**config.mk**
```make
export PLATFORM = sky130hd
export DESIGN_NAME = sram_write_seq
export DESIGN_NICKNAME = d
export VERILOG_FILES = /design/src/rtl/sram_wseq_pkg.sv /design/src/rtl/sram_wseq_gap.sv /design/src/rtl/sram_wseq_fsm.sv /design/src/rtl/sram_wseq_datapath.sv /design/src/rtl/sram_write_seq.sv
export SDC_FILE = /design/constraint.sdc
export NUM_CORES = 1
export LEC_CHECK = 0
export CORE_MARGIN = 2
export CORE_UTILIZATION = 47
export CTS_CLUSTER_DIAMETER = 40
export CTS_CLUSTER_SIZE = 20
export DETAILED_ROUTE_END_ITERATION = 7
export DONT_BUFFER_PORTS = 1
export HOLD_SLACK_MARGIN = 0.15
export SLEW_MARGIN = 20
export SYNTH_ARGS = -nofsm -noshare
export SYNTH_HDL_FRONTEND = slang
export SYNTH_SLANG_ARGS = --single-unit
export TNS_END_PERCENT = 100
```
**constraint.sdc**
```tcl
create_clock -name clk -period 4.6 [get_ports clk]
set_clock_uncertainty 0.15 [all_clocks]
set_input_delay 0.92 -clock clk [delete_from_list [all_inputs] [get_ports clk]]
set_output_delay 0.92 -clock clk [all_outputs]
set_load 0.01 [all_outputs]
```
**src/rtl/sram_wseq_pkg.sv**
```systemverilog
// Package: shared state type and helper for the SRAM write sequencer.
// Assumes: nothing beyond IEEE 1800-2017 constant functions.
package sram_wseq_pkg;

    typedef enum logic [1:0] {
        ST_IDLE = 2'd0,
        ST_LEAD = 2'd1,
        ST_WLOW = 2'd2,
        ST_TAIL = 2'd3
    } wseq_state_e;

    // larger of two integers, usable in localparams
    function automatic int imax(input int a, input int b);
        return (a > b) ? a : b;
    endfunction

endpackage

```
**src/rtl/sram_wseq_gap.sv**
```systemverilog
// Module: write-cycle gate.
// Counts down from the write-cycle minimum on every start. Reports ready when
// another start may happen on the next edge.
// Assumes: start is a single-cycle qualifier sampled on the rising edge.
module sram_wseq_gap #(
    parameter int T_WC_CYC = 4
) (
    input  logic clk,
    input  logic rst_n,
    input  logic start,
    output logic ready
);
    localparam int GAP_W = $clog2(sram_wseq_pkg::imax(T_WC_CYC, 1) + 1);

    generate
        if (T_WC_CYC <= 1) begin : g_free
            // no spacing needed beyond the sequence itself
            assign ready = 1'b1;
        end else begin : g_count
            logic [GAP_W-1:0] remain;

            // reload on start, then run down to zero
            always_ff @(posedge clk) begin
                if (!rst_n)             remain <= '0;
                else if (start)         remain <= GAP_W'(T_WC_CYC - 1);
                else if (remain != '0)  remain <= remain - 1'b1;
            end

            assign ready = (remain == '0);
        end
    endgenerate

endmodule

```
**src/rtl/sram_wseq_fsm.sv**
```systemverilog
// Module: strobe sequencer.
// Walks the lead, write-low and tail phases with one down counter. All strobes
// are registered from the next state, so the pins never carry decode glitches.
// Assumes: LEAD, WLOW and TAIL are at least 1, and HZ is below WLOW.
module sram_wseq_fsm
    import sram_wseq_pkg::*;
#(
    parameter int LEAD = 1,
    parameter int WLOW = 4,
    parameter int HZ   = 2,
    parameter int TAIL = 1
) (
    input  logic clk,
    input  logic rst_n,
    input  logic go,
    output logic accept,
    output logic ce_q,
    output logic we_q,
    output logic drv_q,
    output logic done_q
);
    localparam int CNT_W    = $clog2(imax(imax(LEAD, WLOW), TAIL) + 1);
    localparam int DRV_LAST = WLOW - 1 - HZ;

    wseq_state_e      st, nxt_st;
    logic [CNT_W-1:0] cnt, nxt_cnt;

    // next phase and phase counter
    always_comb begin
        nxt_st  = st;
        nxt_cnt = cnt;
        accept  = 1'b0;
        case (st)
            ST_IDLE: if (go) begin
                accept  = 1'b1;
                nxt_st  = ST_LEAD;
                nxt_cnt = CNT_W'(LEAD - 1);
            end
            ST_LEAD: if (cnt == '0) begin
                nxt_st  = ST_WLOW;
                nxt_cnt = CNT_W'(WLOW - 1);
            end else nxt_cnt = cnt - 1'b1;
            ST_WLOW: if (cnt == '0) begin
                nxt_st  = ST_TAIL;
                nxt_cnt = CNT_W'(TAIL - 1);
            end else nxt_cnt = cnt - 1'b1;
            ST_TAIL: if (cnt == '0) begin
                nxt_st  = ST_IDLE;
                nxt_cnt = '0;
            end else nxt_cnt = cnt - 1'b1;
            default: begin
                nxt_st  = ST_IDLE;
                nxt_cnt = '0;
            end
        endcase
    end

    // phase registers
    always_ff @(posedge clk) begin
        if (!rst_n) begin
            st  <= ST_IDLE;
            cnt <= '0;
        end else begin
            st  <= nxt_st;
            cnt <= nxt_cnt;
        end
    end

    // registered strobes, active high inside the block
    always_ff @(posedge clk) begin
        if (!rst_n) begin
            ce_q   <= 1'b0;
            we_q   <= 1'b0;
            drv_q  <= 1'b0;
            done_q <= 1'b0;
        end else begin
            ce_q   <= (nxt_st != ST_IDLE);
            we_q   <= (nxt_st == ST_WLOW);
            drv_q  <= (nxt_st == ST_WLOW) && (nxt_cnt <= CNT_W'(DRV_LAST));
            done_q <= (st == ST_WLOW) && (cnt == '0);
        end
    end

    p_we_inside_ce_r2: assert property (@(posedge clk) disable iff (!rst_n)
        we_q |-> ce_q);
    p_ce_before_we_r2: assert property (@(posedge clk) disable iff (!rst_n)
        $rose(we_q) |-> $past(ce_q));
    p_ce_after_we_r2: assert property (@(posedge clk) disable iff (!rst_n)
        $fell(we_q) |-> ce_q);
    p_drv_inside_we_r4: assert property (@(posedge clk) disable iff (!rst_n)
        drv_q |-> we_q);
    p_ack_at_close_r5: assert property (@(posedge clk) disable iff (!rst_n)
        done_q |-> $fell(we_q));
    p_close_acks_r5: assert property (@(posedge clk) disable iff (!rst_n)
        $fell(we_q) |-> done_q);
    p_ack_single_r5: assert property (@(posedge clk) disable iff (!rst_n)
        done_q |=> !done_q);

endmodule

```
**src/rtl/sram_wseq_datapath.sv**
```systemverilog
// Module: address and data holding registers.
// Captures the request on the start edge and holds it for the whole write.
// Assumes: load is high for one cycle per write.
module sram_wseq_datapath #(
    parameter int ADDR_W = 16,
    parameter int DATA_W = 8
) (
    input  logic              clk,
    input  logic              rst_n,
    input  logic              load,
    input  logic [ADDR_W-1:0] addr_in,
    input  logic [DATA_W-1:0] data_in,
    output logic [ADDR_W-1:0] addr_out,
    output logic [DATA_W-1:0] data_out
);
    // capture request fields on start only
    always_ff @(posedge clk) begin
        if (!rst_n) begin
            addr_out <= '0;
            data_out <= '0;
        end else if (load) begin
            addr_out <= addr_in;
            data_out <= data_in;
        end
    end
endmodule

```
**src/rtl/sram_write_seq.sv**
```systemverilog
// Module: top of the asynchronous SRAM write sequencer.
// Turns req/ack writes into chip-enable, write-enable and driver-enable
// waveforms. Each write is closed by the rising edge of write enable.
// Assumes: the T_* parameters are nanosecond minimums already rounded up to
// whole clock cycles, and the data bus is driven by an external tristate pad.
module sram_write_seq
    import sram_wseq_pkg::*;
#(
    parameter int ADDR_W     = 16,
    parameter int DATA_W     = 8,
    parameter int T_WC_CYC   = 4,
    parameter int T_SCE_CYC  = 3,
    parameter int T_AW_CYC   = 3,
    parameter int T_PWE_CYC  = 2,
    parameter int T_SD_CYC   = 2,
    parameter int T_HZ_CYC   = 2,
    parameter int T_TAIL_CYC = 1
) (
    input  logic              clk,
    input  logic              rst_n,
    input  logic              req,
    input  logic [ADDR_W-1:0] addr,
    input  logic [DATA_W-1:0] wdata,
    output logic              ack,
    output logic [ADDR_W-1:0] sram_addr,
    output logic [DATA_W-1:0] sram_dq_out,
    output logic              sram_dq_oe,
    output logic              sram_ce1_n,
    output logic              sram_ce2,
    output logic              sram_we_n,
    output logic              sram_oe_n
);
    localparam int SD_EFF = imax(T_SD_CYC, 1);
    localparam int WLOW   = imax(T_PWE_CYC, SD_EFF + T_HZ_CYC);
    localparam int LEAD   = imax(1, imax(T_SCE_CYC - WLOW, T_AW_CYC - WLOW));
    localparam int TAIL   = imax(1, T_TAIL_CYC);

    logic gap_ready, accept, ce_act, we_act, drv_act, done;

    sram_wseq_gap #(.T_WC_CYC(T_WC_CYC)) u_gap (
        .clk(clk), .rst_n(rst_n), .start(accept), .ready(gap_ready)
    );

    sram_wseq_fsm #(.LEAD(LEAD), .WLOW(WLOW), .HZ(T_HZ_CYC), .TAIL(TAIL)) u_fsm (
        .clk(clk), .rst_n(rst_n), .go(req && gap_ready), .accept(accept),
        .ce_q(ce_act), .we_q(we_act), .drv_q(drv_act), .done_q(done)
    );

    sram_wseq_datapath #(.ADDR_W(ADDR_W), .DATA_W(DATA_W)) u_dp (
        .clk(clk), .rst_n(rst_n), .load(accept),
        .addr_in(addr), .data_in(wdata),
        .addr_out(sram_addr), .data_out(sram_dq_out)
    );

    // pin polarities
    assign sram_ce1_n = ~ce_act;
    assign sram_ce2   = ce_act;
    assign sram_we_n  = ~we_act;
    assign sram_dq_oe = drv_act;
    assign sram_oe_n  = 1'b1;
    assign ack        = done;

    // run-length counters feeding the timing assertions only
    int we_run, drv_run, ce_run, gap_run;
    always_ff @(posedge clk) begin
        if (!rst_n) begin
            we_run  <= 0;
            drv_run <= 0;
            ce_run  <= 0;
            gap_run <= T_WC_CYC;
        end else begin
            we_run  <= we_act  ? we_run + 1  : 0;
            drv_run <= drv_act ? drv_run + 1 : 0;
            ce_run  <= ce_act  ? ce_run + 1  : 0;
            if (accept)                gap_run <= 1;
            else if (gap_run < T_WC_CYC) gap_run <= gap_run + 1;
        end
    end

    p_we_width_r3: assert property (@(posedge clk) disable iff (!rst_n)
        $rose(sram_we_n) |-> (we_run == WLOW) && (we_run >= T_PWE_CYC));
    p_drv_setup_r4: assert property (@(posedge clk) disable iff (!rst_n)
        $rose(sram_we_n) |-> (drv_run == WLOW - T_HZ_CYC) && (drv_run >= T_SD_CYC));
    p_ce_to_end_r9: assert property (@(posedge clk) disable iff (!rst_n)
        $rose(sram_we_n) |-> (ce_run >= T_SCE_CYC) && (ce_run >= T_AW_CYC));
    p_cycle_gap_r7: assert property (@(posedge clk) disable iff (!rst_n)
        accept |-> gap_run >= T_WC_CYC);
    p_bus_stable_r6: assert property (@(posedge clk) disable iff (!rst_n)
        (ce_act && $past(ce_act)) |-> ($stable(sram_addr) && $stable(sram_dq_out)));

endmodule

```
==> impl_metrics.csv <==
group,metric,value,unit
status,outcome,"completed",
cells_and_area,stdcell_count,208,
clock_network,cts_made_buffers,5,
synth,ys.flop_type,"dfxtp_1",
global_routing,gr-total-overflow,0,
global_routing,grt.total_usage,15.0,%
cells_and_area,multiInputGateArea,681,um2
cells_and_area,drive_above_1_share,7.32,%
pwr,pwr-share-comb,31.4,%
synth,async_flop_share,0,%
clock_network,clock-root-buffer,"clkbuf_4",
die,dieArea,3640,um2
synth,synth.cells.most_frequent,"nand2_1 (51), dfxtp_1 (36), a21boi_1 (18), a21boi_0 (7), inv_1 (7)",
die,start_util,49.3,%
die,num_io_pins,57,
sta,hold_violations,0,
pwr,pwr-share-clk,18.4,%
synth,synth_nets,196,
sta,tightest_slew,0.958,ns
worst_setup_path,arrival,2.12,ns
pwr,internal-power,608,uW
route,drt_iter0_drc,16,
clock_network,htreeDepth,2,
synth,synth_top_area_cell,"dfxtp_1",
pwr,p_sw_share,38.0,%
die,core,3030,um2
synth,synth_cell_types,36,
die,die_h,60.3,um
cells_and_area,postLayoutCellArea,1550,um2
synth,synth_top_area_share,48.3,%
route,dr_total_vias,1045,
global_routing,grt_pass1_vias,974,
synth,yosysSeqAreaShare,48.3,%
place,dp_hpwl,1830,um
worst_setup_path,critPathKind,"flip-flop to flip-flop",
die,dieWidth,60.3,um
worst_hold_path,hold_class,"flip-flop to flip-flop",
place,io_buffers,0,
place,dp.cells,201,
place,post_dp_cell_area,1480,um2
cells_and_area,fill_cells,302,
clock_network,ctsResizeCount,0,
synth,ys_seq_elements,36,
cells_and_area,antenna_cells,0,
worst_setup_path,critPathRequiredTime,4.69,ns
worst_setup_path,critPathLaunchType,"flip-flop",
worst_setup_path,critPathMaxFanout,27,
cells_and_area,syn2layout_area_growth,3.77,%
clock_network,cts_tree,"built",
route,drc,0,
sta,setup-violations-final,0,
cells_and_area,fin_nets,193,
place,place.gp.congestion,0.705,
pwr,pwr-share-seq,50.2,%
global_routing,grt_pass1_wl,4020,um
pwr,powerDensity,634,nW/um2
clock_network,insertion_delay,0.32,ns
synth,synth-edff-count,0,
clock_network,cts.sinks,36,
sta,fin_crit,2.03,ns
sta,relSlewSlack,35.9,%
route,drt_wl_total,2670,um
clock_network,ctsHoldBuffers,0,
global_routing,grt_max_degree,37,
job,cap_viol_max_count,0,
route,ant_nets,0,
sta,period_share,44.1,%
global_routing,antenna_found_initial,0,
clock_network,post_cts_buffers,0,
route,vias_per_cell,5.02,
sta,slew_violations,0,
worst_setup_path,endpoint_kind,"flip-flop",
pwr,power.leakage,0.000573,uW
pwr,ir_drop,239,uV
cells_and_area,fin_util,51.1,%
sta,rsz0062_at_grt,"no",
clock_network,clockBufferDepth,2,
synth,ys_warn_count,0,
synth,synth_area_per_cell,8.93,um2
synth,yosysMostFrequentCell,"nand2_1",
route,firstDrtPassIters,4,
sta,fmax,493,MHz
pwr,power_switching,372,uW
route,wl_per_cell,12.9,um
cells_and_area,regArea,721,um2
sta,tns,0,ns
synth,synth.cell_area,1490,um2
synth,synth_cells,167,
sta,whs,0.354,ns
synth,synth.area.top_cells,"dfxtp_1 (48%), nand2_1 (13%), a21boi_1 (9.1%)",
die,rows,20,
clock_network,clkTransAtPathRegs,0.10,ns
## critical path: stages, from the launching register on
cell and delay (ns):
dfxtp_1 0.31, inv_1 0.10, ha_1 0.24, nand3b_4 0.11
nor3_4 0.74, nand2_1 0.10, a21boi_0 0.20
## power groups by stage
stage,logic [uW],registers [uW],clock network [uW]
detailed placement,312,500,0
global placement,298,498,0
floorplan,311,465,0
CTS,313,493,189
finish,308,492,180
global route,353,504,204
## metal layers
layer / routed length [um] / up-vias / share of wire (%) / track usage [%]
met1: 1140 / 456 / 42 / 17.3
met4: 42 / 0 / 1.6 / 6.67
met3: 216 / 6 / 8.1 / 5.12
li1: - / 538 / - / -
met2: 1280 / 45 / 48 / 25.3
met5: 0 / - / 0 / 0
## path summary, 6_finish.rpt
kind                      startpoint               end  slack, ns  depth (start not counted)
min reg2reg             u_fsm.cnt[2]      u_fsm.cnt[2]       0.35                          2
min                     u_fsm.cnt[2]      u_fsm.cnt[2]       0.35                          2
max reg2reg  u_gap.g_count.remain[0]  u_dp.data_out[6]       2.57                          6
max          u_gap.g_count.remain[0]  u_dp.data_out[6]       2.57                          6
## cell type report
class	instances	area share, %
Sequential cell	36	46.6
Multi-Input combinational cell	114	44.0
Clock buffer	7	4.20
Tap cell	44	3.56
Inverter	7	1.70
## layout by cell type, fill, tap and decap left out, drive strengths merged
master,instances
nor2b,4
o21ai,2
inv,7
o21a,2
a21boi,25
ha,2
a2bb2oi,1
and3,2
nand3,2
nor3,3
dfxtp,36
nand4b,1
mux2i,1
xnor2,2
o311a,1
nand2,51
clkbuf,7
nor2,2
nor4b,1
nand3b,2
a211oi,1
and2b,1
a21oi,4
and2,1
and4b,1
a31oi,1
conb,1
## metrics by stage
step / power, uW / setup slack, ns
2_1_floorplan: 776 / 2.80
3_3_place_gp: 796 / 2.39
3_5_place_dp: 812 / 2.30
4_1_cts: 994 / 2.53
5_1_grt: 1060 / 2.35
6_report: 981 / 2.57
## kinds of logic after synthesis
kind of cell	after synthesis	synth area share [%]
other	1	0.251
AND/OR/NAND/NOR	71	24.1
buffers and inverters	17	6.04
AO/OA/AOI/OAI	37	17.8
XOR/XNOR	2	1.17
multiplexers	1	0.671
flip-flops	36	48.3
adder cells (fa/ha/maj)	2	1.68
## registers in the layout, indices dropped and copies added, names as in the netlist
register	flops
u_dp.addr_out	16
u_dp.data_out	8
u_fsm.cnt	3
u_gap.g_count.remain	3
u_fsm.st	2
u_fsm.ce_q	1
u_fsm.done_q	1
u_fsm.drv_q	1
u_fsm.we_q	1
Power figures use the tool's default switching activity.
